===== src/rtl/deemph_pkg.sv =====
package deemph_pkg;
  typedef enum logic [2:0] {
    ST_DETECT   = 3'd0,
    ST_POLLING  = 3'd1,
    ST_POLLCOMP = 3'd2,
    ST_CONFIG   = 3'd3,
    ST_L0       = 3'd4,
    ST_RECOVERY = 3'd5,
    ST_L0S      = 3'd6,
    ST_L1       = 3'd7
  } ltssm_e;

  localparam logic DE_3P5 = 1'b1;
  localparam logic DE_6P0 = 1'b0;
endpackage


===== src/rtl/deemph_partner_latch.sv =====
module deemph_partner_latch (
  input  logic clk,
  input  logic rst,
  input  logic enter_rec,
  input  logic in_rec,
  input  logic cfg_deemph,
  input  logic partner_deemph,
  input  logic partner_valid,
  output logic pending
);
  import deemph_pkg::*;

  logic pend_q;

  // A new Recovery visit starts from the local setting. A valid training
  // set seen in that cycle or later overrides it.
  always_ff @(posedge clk) begin
    if (rst)
      pend_q <= DE_3P5;
    else if (in_rec && partner_valid)
      pend_q <= partner_deemph;
    else if (enter_rec)
      pend_q <= cfg_deemph;
  end

  assign pending = pend_q;

  assert_capture_R5: assert property (@(posedge clk) disable iff (rst)
    (in_rec && partner_valid) |=> (pend_q == $past(partner_deemph)));

  assert_fallback_R6: assert property (@(posedge clk) disable iff (rst)
    (enter_rec && !partner_valid) |=> (pend_q == $past(cfg_deemph)));
endmodule


===== src/rtl/deemph_apply.sv =====
module deemph_apply #(
  parameter int LANES = 4
) (
  input  logic             clk,
  input  logic             rst,
  input  logic             rate_5g,
  input  logic             role_dsp,
  input  logic             cfg_deemph,
  input  logic             pending,
  input  logic             leave_rec,
  input  logic             in_comp,
  input  logic             in_l0,
  output logic [LANES-1:0] lane_deemph,
  output logic             adv_deemph
);
  import deemph_pkg::*;

  logic applied_q;
  logic adv_q;

  always_ff @(posedge clk) begin
    if (rst)
      applied_q <= DE_3P5;
    else if (!rate_5g)
      applied_q <= DE_3P5;
    else if (in_comp)
      applied_q <= cfg_deemph;
    else if (leave_rec)
      applied_q <= role_dsp ? cfg_deemph : pending;
  end

  always_ff @(posedge clk) begin
    if (rst)
      adv_q <= DE_3P5;
    else
      adv_q <= cfg_deemph;
  end

  for (genvar g = 0; g < LANES; g++) begin : g_lane
    assign lane_deemph[g] = applied_q;
  end

  assign adv_deemph = adv_q;

  assert_reset_R1: assert property (@(posedge clk)
    rst |=> (applied_q == DE_3P5 && adv_q == DE_3P5));

  assert_gen1_fixed_R2: assert property (@(posedge clk) disable iff (rst)
    !rate_5g |=> (applied_q == DE_3P5));

  assert_adv_R3: assert property (@(posedge clk) disable iff (rst)
    1'b1 |=> (adv_q == $past(cfg_deemph)));

  assert_dsp_own_R4: assert property (@(posedge clk) disable iff (rst)
    (leave_rec && rate_5g && role_dsp && !in_comp) |=> (applied_q == $past(cfg_deemph)));

  assert_usp_follow_R5: assert property (@(posedge clk) disable iff (rst)
    (leave_rec && rate_5g && !role_dsp && !in_comp) |=> (applied_q == $past(pending)));

  assert_l0_hold_R7: assert property (@(posedge clk) disable iff (rst)
    (in_l0 && $past(in_l0) && rate_5g && $past(rate_5g) && !$past(leave_rec))
      |-> $stable(applied_q));

  assert_comp_R8: assert property (@(posedge clk) disable iff (rst)
    (in_comp && rate_5g) |=> (applied_q == $past(cfg_deemph)));
endmodule


===== src/rtl/deemph_select.sv =====
module deemph_select #(
  parameter int LANES = 4
) (
  input  logic             clk,
  input  logic             rst,
  input  logic             rate_5g,
  input  logic             role_dsp,
  input  logic             cfg_deemph,
  input  logic             partner_deemph,
  input  logic             partner_valid,
  input  logic [2:0]       ltssm_state,
  output logic [LANES-1:0] lane_deemph,
  output logic             adv_deemph
);
  import deemph_pkg::*;

  ltssm_e st;
  logic   in_rec;
  logic   in_rec_q;
  logic   enter_rec;
  logic   leave_rec;
  logic   in_comp;
  logic   in_l0;
  logic   pending;

  assign st        = ltssm_e'(ltssm_state);
  assign in_rec    = (st == ST_RECOVERY);
  assign in_comp   = (st == ST_POLLCOMP);
  assign in_l0     = (st == ST_L0);
  assign enter_rec = in_rec && !in_rec_q;
  assign leave_rec = in_rec_q && !in_rec;

  always_ff @(posedge clk) begin
    if (rst)
      in_rec_q <= 1'b0;
    else
      in_rec_q <= in_rec;
  end

  deemph_partner_latch u_latch (
    .clk            (clk),
    .rst            (rst),
    .enter_rec      (enter_rec),
    .in_rec         (in_rec),
    .cfg_deemph     (cfg_deemph),
    .partner_deemph (partner_deemph),
    .partner_valid  (partner_valid),
    .pending        (pending)
  );

  deemph_apply #(.LANES(LANES)) u_apply (
    .clk         (clk),
    .rst         (rst),
    .rate_5g     (rate_5g),
    .role_dsp    (role_dsp),
    .cfg_deemph  (cfg_deemph),
    .pending     (pending),
    .leave_rec   (leave_rec),
    .in_comp     (in_comp),
    .in_l0       (in_l0),
    .lane_deemph (lane_deemph),
    .adv_deemph  (adv_deemph)
  );

  assert_lanes_agree_R9: assert property (@(posedge clk) disable iff (rst)
    ($countones(lane_deemph) == 0) || ($countones(lane_deemph) == LANES));
endmodule


===== config.mk =====
export PLATFORM = sky130hd
export DESIGN_NAME = deemph_select
export DESIGN_NICKNAME = d
export VERILOG_FILES = /design/src/rtl/deemph_pkg.sv /design/src/rtl/deemph_partner_latch.sv /design/src/rtl/deemph_apply.sv /design/src/rtl/deemph_select.sv
export SDC_FILE = /design/constraint.sdc
export NUM_CORES = 1
export LEC_CHECK = 0
export BUFFER_PORTS_ARGS = -buffer_cell sky130_fd_sc_hd__buf_4
export CORE_AREA = 3 3 40 42
export DETAILED_ROUTE_END_ITERATION = 12
export DIE_AREA = 0 0 43 45
export PLACE_DENSITY_LB_ADDON = 0.3
export SYNTH_ARGS = -nofsm -noshare
export SYNTH_HDL_FRONTEND = slang
export SYNTH_HIERARCHICAL = 1
export SYNTH_SLANG_ARGS = --single-unit

===== constraint.sdc =====
create_clock -name clk -period 1.03 [get_ports clk]
set_input_delay 0.1545 -clock clk [delete_from_list [all_inputs] [get_ports clk]]
set_output_delay 0.1545 -clock clk [all_outputs]
set_load 0.02 [all_outputs]

# --- Yosys cells after proc, flatten, opt, wreduce, memory -nomap -nowiden ---
# Cells that the tools add are included.
word_totals:
  output_inout_bits: 5
  register_bits: 4
  inputBits: 10
  elab_cells: 20
op_classes:
  bitwise: 1
  n_reduce_logical: 8
  eq_ne: 2
  n_mux: 5
ops:
  columns: ["op", "count"]
  rows:
  - ["$mux 1", 5]
  - ["$reduce_bool 2->1", 2]
  - ["$eq 3x2->1 const B", 1]
  - ["$eq 3x3->1 const B", 1]
  - ["$logic_and 1x1->1", 3]
  - ["$logic_not 1->1", 2]
  - ["$reduce_or 2->1", 1]
  - ["$not 1->1", 1]

# --- Depth between registers and ports, before layout ---
logic_depth:
  ltp_word: 5
  depth_mapped: 5
  ltp_nobuf: 5

# --- Modules after synthesis ---
# Netlist, hierarchy kept.
modules_own_cells:
  columns: ["module", "area_per_inst_um2", "cells_per_inst", "seq_area_each_um2", "n_inst"]
  rows:
  - ["deemph_apply", 120.1, 13, 40.0, 1]
  - ["deemph_select", 75.1, 8, 20.0, 1]
  - ["deemph_partner_latch", 47.5, 5, 20.0, 1]

# --- Worst setup path before layout ---
# OpenSTA, ideal clock, no wires.
synth_path:
  path_kind: "input port to flip-flop"
  start: "input port ltssm_state[1]"
  end: "register u_apply.applied_q"
  arrival_ns: 0.782
  required_ns: 0.906
  n_path_buf: 0
  slack_ns: 0.123
  path_stages: 5
  setup_time_ns: 0.124
  path_cell_list: "nand3b_4 and2_4 a21o_1 a21oi_2 o21ai_1"
synth_via:
  elab_chain_len: 4
  word_cells_on_any_way: 6
  cone_classes: "eq/ne (2); mux (1); reduce/logical (3)"
synth_lines:
  columns: ["element", "line", "rtl"]
  rows:
  - ["start: declaration", "deemph_select.sv:11", "input logic [2:0] ltssm_state,"]
  - ["$eq 3x3->1", "deemph_select.sv:27", "assign in_rec = (st == ST_RECOVERY);"]
  - ["$logic_not 1->1", "deemph_select.sv:31", "assign leave_rec = in_rec_q && !in_rec;"]
  - ["$logic_and 1x1->1", "deemph_select.sv:31", null]
  - ["via leave_rec", "deemph_select.sv:21", "logic leave_rec;"]
  - ["$reduce_bool 2->1 (no source line)", null, null]
  - ["end signal: assignment", "deemph_apply.sv:27", "applied_q <= cfg_deemph;"]
  - ["end signal: assignment", "deemph_apply.sv:29", "applied_q <= role_dsp ? cfg_deemph : pending;"]
  - ["end: declaration", "deemph_apply.sv:18", "logic applied_q;"]
# The timed path passes the listed nets, and every way through them passes these cells.
# A chain may end at the register's enable or synchronous reset.

# --- Final worst setup path ---
layout_path:
  start: "register u_apply.applied_q"
  end: "output port lane_deemph[0]"
layout_lines:
  columns: ["element", "line", "rtl"]
  rows:
  - ["end: declaration", "deemph_select.sv:12", "output logic [LANES-1:0] lane_deemph,"]
# No word-level cell between the ends.

==> impl_results.md <==
- Clock Power Share: 43.2%
- Core Box Area: 1280 sq um
- Hold Crit Class: input port to register
- CTS root buf: clkbuf_4
- Dpl hpwl: 392 um
- Sequential share of power: 38.0%
- Residual DRC count: 0
- Clock Sinks: 4
- Syn Area/Cell: 9.41 sq um
- Crit path max fanout: 5
- Drt initial violations: 0
- Critical Path Max Stage Delay: 0.38 ns
- Fin area: 359 sq um
- WP buf/inv: 1
- Worst EP arrival: 0.77 ns
- Leakage: 0.181 nW
- Worst clock skew: 0.000171 ns
- Post-place instance area: 337 sq um
- Setup bufs post-CTS: 0
- CTS buffer count: 3
- Multi-input logic area: 121 sq um
- Largest net degree at the start of global routing: 6
- WP data required: 0.88 ns
- F_max: 1080 MHz
- Routed WL: 469 um
- Hold Fails Final Rpt: 0
- Starting density of the core: 18.3%
- # rows: 13
- CTS max path bufs: 2
- Startpoint Class: register
- Buffers on Ports: 14
- Filler cell count: 141
- Period utilisation layout: 90.0%
- # nets final: 51
- CTS tree: yes
- H-tree levels: 1
- Die ar.: 1940 sq um
- I/O Pins: 15
- Endpoints failing setup: 0
- DR pass1 iterations: 1
- First-pass GRT wire length: 828 um
- Logic pwr share: 18.7%
- Highest-count cells in the layout ignoring fill and taps: 15 x buf_4, 4 x dfxtp_1, 3 x nor2_1, 3 x clkbuf_4, 2 x mux2i_1
- Later-pin clock latency in the skew report: 0.23 ns
- CTS resizes: 0
- Commonest non-fill, non-tap cell in the layout: buf_4
- Global-route usage over all layers: 6.49%
- Critical path class: register to primary output
- Outcome: complete, no violations
- Syn. warnings: 6
- Instance count of the mapped netlist: 25
- Final WS setup: 0.103 ns
- Slew @ Worst Pin: 0.283 ns
- Worst-path cell chain: buf_4
- # hold bufs at CTS: 0
- Post-Syn Area: 235 sq um
- Vias in the first global route: 227
- Worst slew margin: 81.1%
- Ant diodes: 0
- Layout Area Growth over Synthesis: 52.7%
- Die height: 45 um
- Die Wd: 43 um
- CP endpoint kind: primary output
- # Max-Cap Violations: 0
- DR WL/cell: 8.69 um
- Via density: 3.83
- Clock Pin Slew Worst Setup and Hold Paths: 0.04 ns
- DR vias: 207
- Pwr Total: 434 uW
- Register area: 80.1 sq um
- Post-Route Setup TNS: 0 ns
- Tmin final: 0.927 ns
- DP Cell Count: 51
- PwrDens: 1210 nW/um^2
- RSZ-0062 raised after global routing: no
- Ratio of cells with drive above 1 in the final layout: 53.8%
- Net Sw Frac: 21.8%
- Int Power: 340 uW
- ANT nets after route: 0
- Syn_nets: 35
- Pins over their slew limit: 0
- VDD IR max: 0.449 mV
- Post-Layout Cell Count: 54
- GPL Wtd Cong: 0.607
- P_sw: 94.7 uW
- Place WS: -0.0337 ns
- Initial antenna violation count: 0
- Worst-path cell with the longest stage delay: dfxtp_1
- CP delay by family, top: flip-flops
- Total gr overflow: 0
## metrics by stage
stage	hold slack (ns)	utilization [%]
2_1_floorplan	0.227	-
3_3_place_gp	0.351	26.2
3_5_place_dp	0.350	26.2
4_1_cts	0.104	27.9
5_1_grt	0.130	27.9
6_report	0.112	27.9
## power groups by stage
stage / Clock (mW) / Sequential (mW) / Combinational [mW]
floorplan: 0 / 0.170 / 0.0371
global placement: 0 / 0.168 / 0.0816
detailed placement: 0 / 0.168 / 0.0818
CTS: 0.198 / 0.166 / 0.0822
global route: 0.203 / 0.166 / 0.0896
finish: 0.188 / 0.165 / 0.0812
## layer usage
layer | up-vias | wire, um | global-route usage [%] | part of all wire (%)
met5 | - | 0 | 0 | 0
met4 | 0 | 0 | 7.23 | 0
met3 | 0 | 63 | 3.98 | 13
met2 | 11 | 201 | 8.38 | 43
met1 | 87 | 204 | 6.75 | 43
li1 | 109 | - | - | -
## worst register-to-register path, delay by kind of cell, from the launching register on
kind	cells	cell delay [ns]
flip-flops	1	0.30
AND/OR/NAND/NOR	1	0.13
AO/OA/AOI/OAI	3	0.34
## area by class of cell
cell class              count  area share (%)
multi-input cells          16            33.8
repair buffers             15            31.4
flip-flops and latches      4            22.3
clock buffers               3            6.27
well taps                  15            5.23
inverters                   1            1.05
## registers in the layout (all words and copies together) (netlist names)
| name | count |
|---|---|
| in_rec_q | 1 |
| u_apply/adv_deemph | 1 |
| u_apply/applied_q | 1 |
| u_latch/pending | 1 |
## worst paths after layout
kind              cells past startpoint  slack (ns)                      startpoint                        endpoint
setup reg to reg                      4        0.14             in_rec_q$_SDFF_PP0_  u_apply/applied_q$_SDFFE_PP1P_
hold / removal                        2        0.11                             rst             in_rec_q$_SDFF_PP0_
setup / recovery                      1        0.10  u_apply/applied_q$_SDFFE_PP1P_                  lane_deemph[0]
hold reg to reg                       2        0.55    u_latch/pending$_SDFFE_PP1P_    u_latch/pending$_SDFFE_PP1P_
Power figures use the tool's default switching activity.
